## src/rtl/irq_prio_pkg.sv

```systemverilog
package irq_prio_pkg;
  localparam int VEC_W   = 16;
  localparam int VEC_STEP = 8;
  localparam logic [VEC_W-1:0] NMI_VEC = 16'h0024;

  function automatic logic [VEC_W-1:0] restart_vec(input int unsigned n);
    return VEC_W'(n * VEC_STEP);
  endfunction
endpackage

```

## src/rtl/irq_src_pick.sv

```systemverilog
module irq_src_pick
  import irq_prio_pkg::*;
#(
  parameter int N_SRC = 8,
  parameter int LVL_W = 4
) (
  input  logic [N_SRC-1:0] irq_i,
  input  logic             nmi_i,
  output logic             any_o,
  output logic [LVL_W-1:0] lvl_o,
  output logic [VEC_W-1:0] vec_o
);
  always_comb begin
    any_o = nmi_i | (|irq_i);
    lvl_o = '0;
    vec_o = '0;
    // ascending scan: the last hit is the highest index
    for (int i = 0; i < N_SRC; i++) begin
      if (irq_i[i]) begin
        lvl_o = LVL_W'(i + 1);
        vec_o = restart_vec(i);
      end
    end
    if (nmi_i) begin
      lvl_o = LVL_W'(N_SRC + 1);
      vec_o = NMI_VEC;
    end
  end
endmodule

```

## src/rtl/irq_isr_stack.sv

```systemverilog
module irq_isr_stack #(
  parameter int DEPTH = 8,
  parameter int W     = 4
) (
  input  logic         clk_i,
  input  logic         rst_ni,
  input  logic         push_i,
  input  logic         pop_i,
  input  logic [W-1:0] data_i,
  output logic [W-1:0] top_o,
  output logic         empty_o,
  output logic         full_o
);
  localparam int CNT_W = $clog2(DEPTH + 1);

  logic [W-1:0]     mem_q [DEPTH];
  logic [CNT_W-1:0] cnt_q;

  assign empty_o = (cnt_q == '0);
  assign full_o  = (cnt_q == CNT_W'(DEPTH));

  always_ff @(posedge clk_i or negedge rst_ni) begin
    if (!rst_ni)                 cnt_q <= '0;
    else if (push_i && !full_o)  cnt_q <= cnt_q + 1'b1;
    else if (pop_i && !empty_o)  cnt_q <= cnt_q - 1'b1;
  end

  for (genvar g = 0; g < DEPTH; g++) begin : g_slot
    always_ff @(posedge clk_i) begin
      if (push_i && !full_o && cnt_q == CNT_W'(g)) mem_q[g] <= data_i;
    end
  end

  always_comb begin
    top_o = '0;
    for (int i = 0; i < DEPTH; i++) begin
      if (cnt_q == CNT_W'(i + 1)) top_o = mem_q[i];
    end
  end

  a_r9_no_push_when_full: assert property (@(posedge clk_i) disable iff (!rst_ni)
    push_i |-> !full_o);
  a_r9_count_cap: assert property (@(posedge clk_i) disable iff (!rst_ni)
    cnt_q <= CNT_W'(DEPTH));
  a_r9_push_sets_top: assert property (@(posedge clk_i) disable iff (!rst_ni)
    (push_i && !full_o) |=> (top_o == $past(data_i)));
  a_r9_pop_shrinks: assert property (@(posedge clk_i) disable iff (!rst_ni)
    (pop_i && !push_i && !empty_o) |=> (cnt_q == $past(cnt_q) - 1'b1));
endmodule

```

## src/rtl/irq_prio_unit.sv

```systemverilog
module irq_prio_unit
  import irq_prio_pkg::*;
#(
  parameter int N_SRC = 8,
  parameter int DEPTH = 8
) (
  input  logic             clk_i,
  input  logic             rst_ni,
  input  logic [N_SRC-1:0] irq_i,
  input  logic             nmi_i,
  input  logic             boundary_i,
  input  logic             ei_i,
  input  logic             di_i,
  input  logic             ret_i,
  input  logic             mode_wr_i,
  input  logic             mode_nest_i,
  output logic             ack_no,
  output logic [VEC_W-1:0] vector_o
);
  localparam int LVL_W = $clog2(N_SRC + 2);

  logic             ie_q, nest_q, ack_q;
  logic [VEC_W-1:0] vec_q;
  logic             pick_any;
  logic [LVL_W-1:0] pick_lvl, top_lvl;
  logic [VEC_W-1:0] pick_vec;
  logic             stk_empty, stk_full;
  logic             level_ok, accept, pop;

  irq_src_pick #(.N_SRC(N_SRC), .LVL_W(LVL_W)) u_pick (
    .irq_i (irq_i & {N_SRC{ie_q}}),
    .nmi_i (nmi_i),
    .any_o (pick_any),
    .lvl_o (pick_lvl),
    .vec_o (pick_vec)
  );

  irq_isr_stack #(.DEPTH(DEPTH), .W(LVL_W)) u_stack (
    .clk_i   (clk_i),
    .rst_ni  (rst_ni),
    .push_i  (accept),
    .pop_i   (pop),
    .data_i  (pick_lvl),
    .top_o   (top_lvl),
    .empty_o (stk_empty),
    .full_o  (stk_full)
  );

  always_comb begin
    level_ok = nest_q ? (pick_lvl > top_lvl) : stk_empty;
    accept   = boundary_i && !ret_i && !ack_q && pick_any && !stk_full && level_ok;
    pop      = ret_i && !stk_empty;
  end

  always_ff @(posedge clk_i or negedge rst_ni) begin
    if (!rst_ni) begin
      ie_q   <= 1'b0;
      nest_q <= 1'b0;
      ack_q  <= 1'b0;
      vec_q  <= '0;
    end else begin
      if (accept)     ie_q <= 1'b0;
      else if (ret_i) ie_q <= 1'b1;
      else if (di_i)  ie_q <= 1'b0;
      else if (ei_i)  ie_q <= 1'b1;
      if (mode_wr_i) nest_q <= mode_nest_i;
      ack_q <= accept;
      vec_q <= accept ? pick_vec : '0;
    end
  end

  assign ack_no   = ~ack_q;
  assign vector_o = vec_q;

  a_r3_ack_one_cycle: assert property (@(posedge clk_i) disable iff (!rst_ni)
    !ack_no |=> ack_no);
  a_r3_ack_after_strobe: assert property (@(posedge clk_i) disable iff (!rst_ni)
    boundary_i == 1'b0 |=> ack_no);
  a_r3_vec_idle_zero: assert property (@(posedge clk_i) disable iff (!rst_ni)
    ack_no |-> (vector_o == '0));
  a_r4_ack_clears_ie: assert property (@(posedge clk_i) disable iff (!rst_ni)
    !ack_no |-> !ie_q);
  a_r4_masked_needs_ie: assert property (@(posedge clk_i) disable iff (!rst_ni)
    (boundary_i && !ie_q && !nmi_i) |=> ack_no);
  a_r7_seq_one_at_a_time: assert property (@(posedge clk_i) disable iff (!rst_ni)
    (boundary_i && !nest_q && !stk_empty) |=> ack_no);
  a_r11_ret_blocks_strobe: assert property (@(posedge clk_i) disable iff (!rst_ni)
    ret_i |=> ack_no);
  a_r6_vec_step: assert property (@(posedge clk_i) disable iff (!rst_ni)
    (!ack_no && vector_o != NMI_VEC) |-> (vector_o[2:0] == 3'b000));
endmodule

```

## config.mk

```make
export PLATFORM = sky130hd
export DESIGN_NAME = irq_prio_unit
export DESIGN_NICKNAME = d
export VERILOG_FILES = /design/src/rtl/irq_prio_pkg.sv /design/src/rtl/irq_src_pick.sv /design/src/rtl/irq_isr_stack.sv /design/src/rtl/irq_prio_unit.sv
export SDC_FILE = /design/constraint.sdc
export NUM_CORES = 1
export LEC_CHECK = 0
export ABC_AREA = 1
export BUFFER_PORTS_ARGS = -buffer_cell sky130_fd_sc_hd__buf_2
export CAP_MARGIN = 20
export CORE_MARGIN = 1.5
export CORE_UTILIZATION = 57
export DETAILED_ROUTE_END_ITERATION = 7
export PLACE_DENSITY = 0.79
export SYNTH_ARGS = -nofsm -noshare
export SYNTH_HDL_FRONTEND = slang
export SYNTH_SLANG_ARGS = --single-unit
```

## constraint.sdc

```tcl
create_clock -name clk_i -period 3.7 [get_ports clk_i]
set_input_delay 0.37 -clock clk_i [delete_from_list [all_inputs] [get_ports clk_i]]
set_output_delay 0.37 -clock clk_i [all_outputs]
set_load 0.01 [all_outputs]
```

==> impl_results.md <==
- Clk buf depth: 2
- Starting Density: 0.595
- Commonest non-fill, non-tap cell in the layout: nand2_1
- Hold Path Class: primary input to flop
- Most frequent cells in the layout: nand2_1 (85), inv_1 (35), edfxtp_1 (32), nor2_1 (28), buf_2 (21)
- Iter 0 DRT Violations: 89
- Critical Path Max Stage Delay: 450 ps
- Kind of critical path: flop to flop
- WP buf/inv: 4
- Post-synth top area share: 0.401
- Count of different cell masters after synthesis: 27
- CP max-delay cell: dfrtp_1
- Clock Root Buffer: clkbuf_8
- Post-CTS Setup Inserts: 0
- Required time worst endpoint: between 3000 and 4000 ps
- Drt drc: 0
- Fin. max-slew vios: 0
- Status: completed
- Final hold slack: about 260 ps
- Clock transition at path regs: roughly 80 ps
- DRT antenna net count: 0
- Synth Warn #: 0
- Peak supply drop: 0.341 mV
- Setup tns final: 0 ps
- Fin. Hold Viols: 0
- Final wirelength: 4600 um
- Max Clk Rate: roughly 300 MHz
- Most used cell, CP: nand2_1
- # fillers: 322
- Main area contributors after synthesis: edfxtp_1 (40%), nand2_1 (13%), dfrtp_1 (11%)
- CTS tree: done
- Cell family with most CP delay: simple AND/OR/NAND/NOR gates
- DP Wirelength: about 3400 um
- Synth Flop Type: edfxtp_1
- Row count: 23
- Cell Area, Synth: between 0.002 and 0.0025 sq mm
- # IOs: 34
- Post-synth EDFFs: 32
- Initial antenna violation count: 0
- #FFs+latches synth: 43
- Chip Height: approximately 68 um
- Fraction of registers with async set/reset: 0.256
- Clock latency on the worst-skew pair: 300 ps
- Fin crit share: 0.887
- Max FO, Critical Path: 15
- Core footprint: 0.00403 sq mm
- Critical path cell sequence: inv_1 -> ha_1 -> inv_1 -> nor2_1 -> inv_2 -> nand2_1 -> inv_1 -> nand2_1 -> nand2_1 -> nand2_1 -> nand2_1 -> ha_1 -> nand2_1 -> nand2_1 -> nand2_1 -> nand2_1 -> nand2_1 -> nand2_2 -> nand3_4 -> nor2_1
- Die Width: about 68 um
- # setup viols final: 0
- First-pass GRT wire length: 7560 um
- CTS buffer count: 5
- Least-Margin Pin Slew: 826 ps
- Worst Path Arrival: 3260 ps
- Via density: 5.02
- Final Skew: 1.50 ps
- Final Critical Period: 3280 ps
- Placer Congestion: 0.848
- Layout cells sized above 1: 0.155
- Fin nets: 327
- Leakage: 0.00124 uW
- Die footprint: around 0.0046 sq mm
- Yosys top cell by area: edfxtp_1
- Pwr dens: 680 mW/mm^2
- Synth-to-layout area growth: 10.3%
- Gr usage total: 0.233
- Syn avg cell area: 8.72 sq um
- Drt wl/cell: 13.0 um
- Maxcap violations: 0
- Post-synthesis sequential area ratio: 0.516
- CP Launch Type: flop
- Worst rel slew slack: 0.449
- Cells after Synth: ~280
- DRT Pass-1 Iters: 4
- Grt total ovfl: 0
- RSZ-0062 raised after global routing: no
- Pin count of the biggest net entering global routing: 16
- Setup crit end kind: flop
- Ant diodes: 0
- Vias: between 1,500 and 2,000
- Clk sinks: 43
- PortBufs: 21
- H-tree Lvls: 2
- Vias in the first global route: 1,660
layout make-up:
type,instances,area (sq um),share of cell area
Clock buffer,6,72.6,0.0274
Clock inverter,2,60.1,0.0227
Inverter,39,146,0.0554
Multi-Input combinational cell,189,936,0.354
Sequential cell,43,1240,0.468
Tap cell,50,62.6,0.0237
Timing Repair Buffer,24,130,0.0492
synthesized netlist by cell type (2+ instances only):
| master | number |
|---|---|
| nand2_1 | 85 |
| inv_1 | 35 |
| edfxtp_1 | 32 |
| nor2_1 | 28 |
| nand3_1 | 14 |
| buf_4 | 13 |
| dfrtp_1 | 11 |
| a21oi_1 | 8 |
| ha_1 | 8 |
| o21ai_0 | 6 |
| inv_2 | 4 |
| nand4_1 | 4 |
| nand2_2 | 3 |
| nor2_4 | 3 |
| nor3_2 | 3 |
| xor2_1 | 3 |
| a21boi_1 | 2 |
| buf_6 | 2 |
| nor2_2 | 2 |
| or2_1 | 2 |
path summary, 6_finish.rpt:
check | cells after the start | slack (ps) | from | endpoint
setup / recovery | 20 | 420 | u_stack.cnt_q[0] | u_stack.mem_q[0][3]
hold / removal | 2 | 260 | mode_wr_i | nest_q
setup reg to reg | 20 | 420 | u_stack.cnt_q[0] | u_stack.mem_q[0][3]
hold reg to reg | 2 | 540 | nest_q | nest_q
max in group asynchronous | 2 | 3040 | rst_ni | nest_q
min in group asynchronous | 2 | 460 | rst_ni | vector_o[3]
worst reg2reg max path, cell delays in order (launching register included):
cell and delay (ps):
dfrtp_1 450, inv_1 140, ha_1 240, inv_1 140
nor2_1 330, inv_2 110, nand2_1 90, inv_1 40
nand2_1 60, nand2_1 60, nand2_1 70, nand2_1 70
ha_1 290, nand2_1 50, nand2_1 50, nand2_1 40
nand2_1 60, nand2_1 60, nand2_2 100, nand3_4 190
nor2_1 330
where the power goes:
part	total (uW)	internal [uW]	switching (uW)
logic	745	247	498
clock network	428	270	158
registers	626	574	52.0
stage by stage:
stage               total power (uW)  setup WS [ps]  area [sq um]  cells   util
floorplan                       1210            907          2440    286      -
global placement                1340            557          2500    344  0.621
detailed placement              1370            444          2500    344  0.621
CTS                             1800            427          2640    353  0.656
global route                    1940           33.1          2640    353  0.656
finish                          1800            419          2640    353  0.656
sequential cells by signal, summed over array words and instances, names as in the netlist:
register	count
nest_q	1
ie_q	1
vector_o	4
ack_q	1
u_stack.cnt_q	4
u_stack.mem_q	32
logic make-up after synthesis:
group / synth area share
other cells: 0.00156
flops: 0.516
simple gates: 0.269
compound gates: 0.0501
xor+xnor: 0.0110
buf+inv: 0.111
fa+ha+maj: 0.0418
metal layers:
metal  wire, um  GRT usage  part of all wire  vias up
met1       1980      0.287              0.43      801
met4        101      0.105             0.022        0
met5          0          0                 0        -
met2       2290      0.391              0.50       61
met3        230     0.0559             0.050        8
li1           -          -                 -      902
timing repair:
| item | in CTS | in global routing |
|---|---|---|
| resized for setup | 0 | 0 |
| hold buffers | 1 | 0 |
| endpoints found under the hold margin | 11 | 0 |
Note: power is estimated with default switching activity, not from simulation.
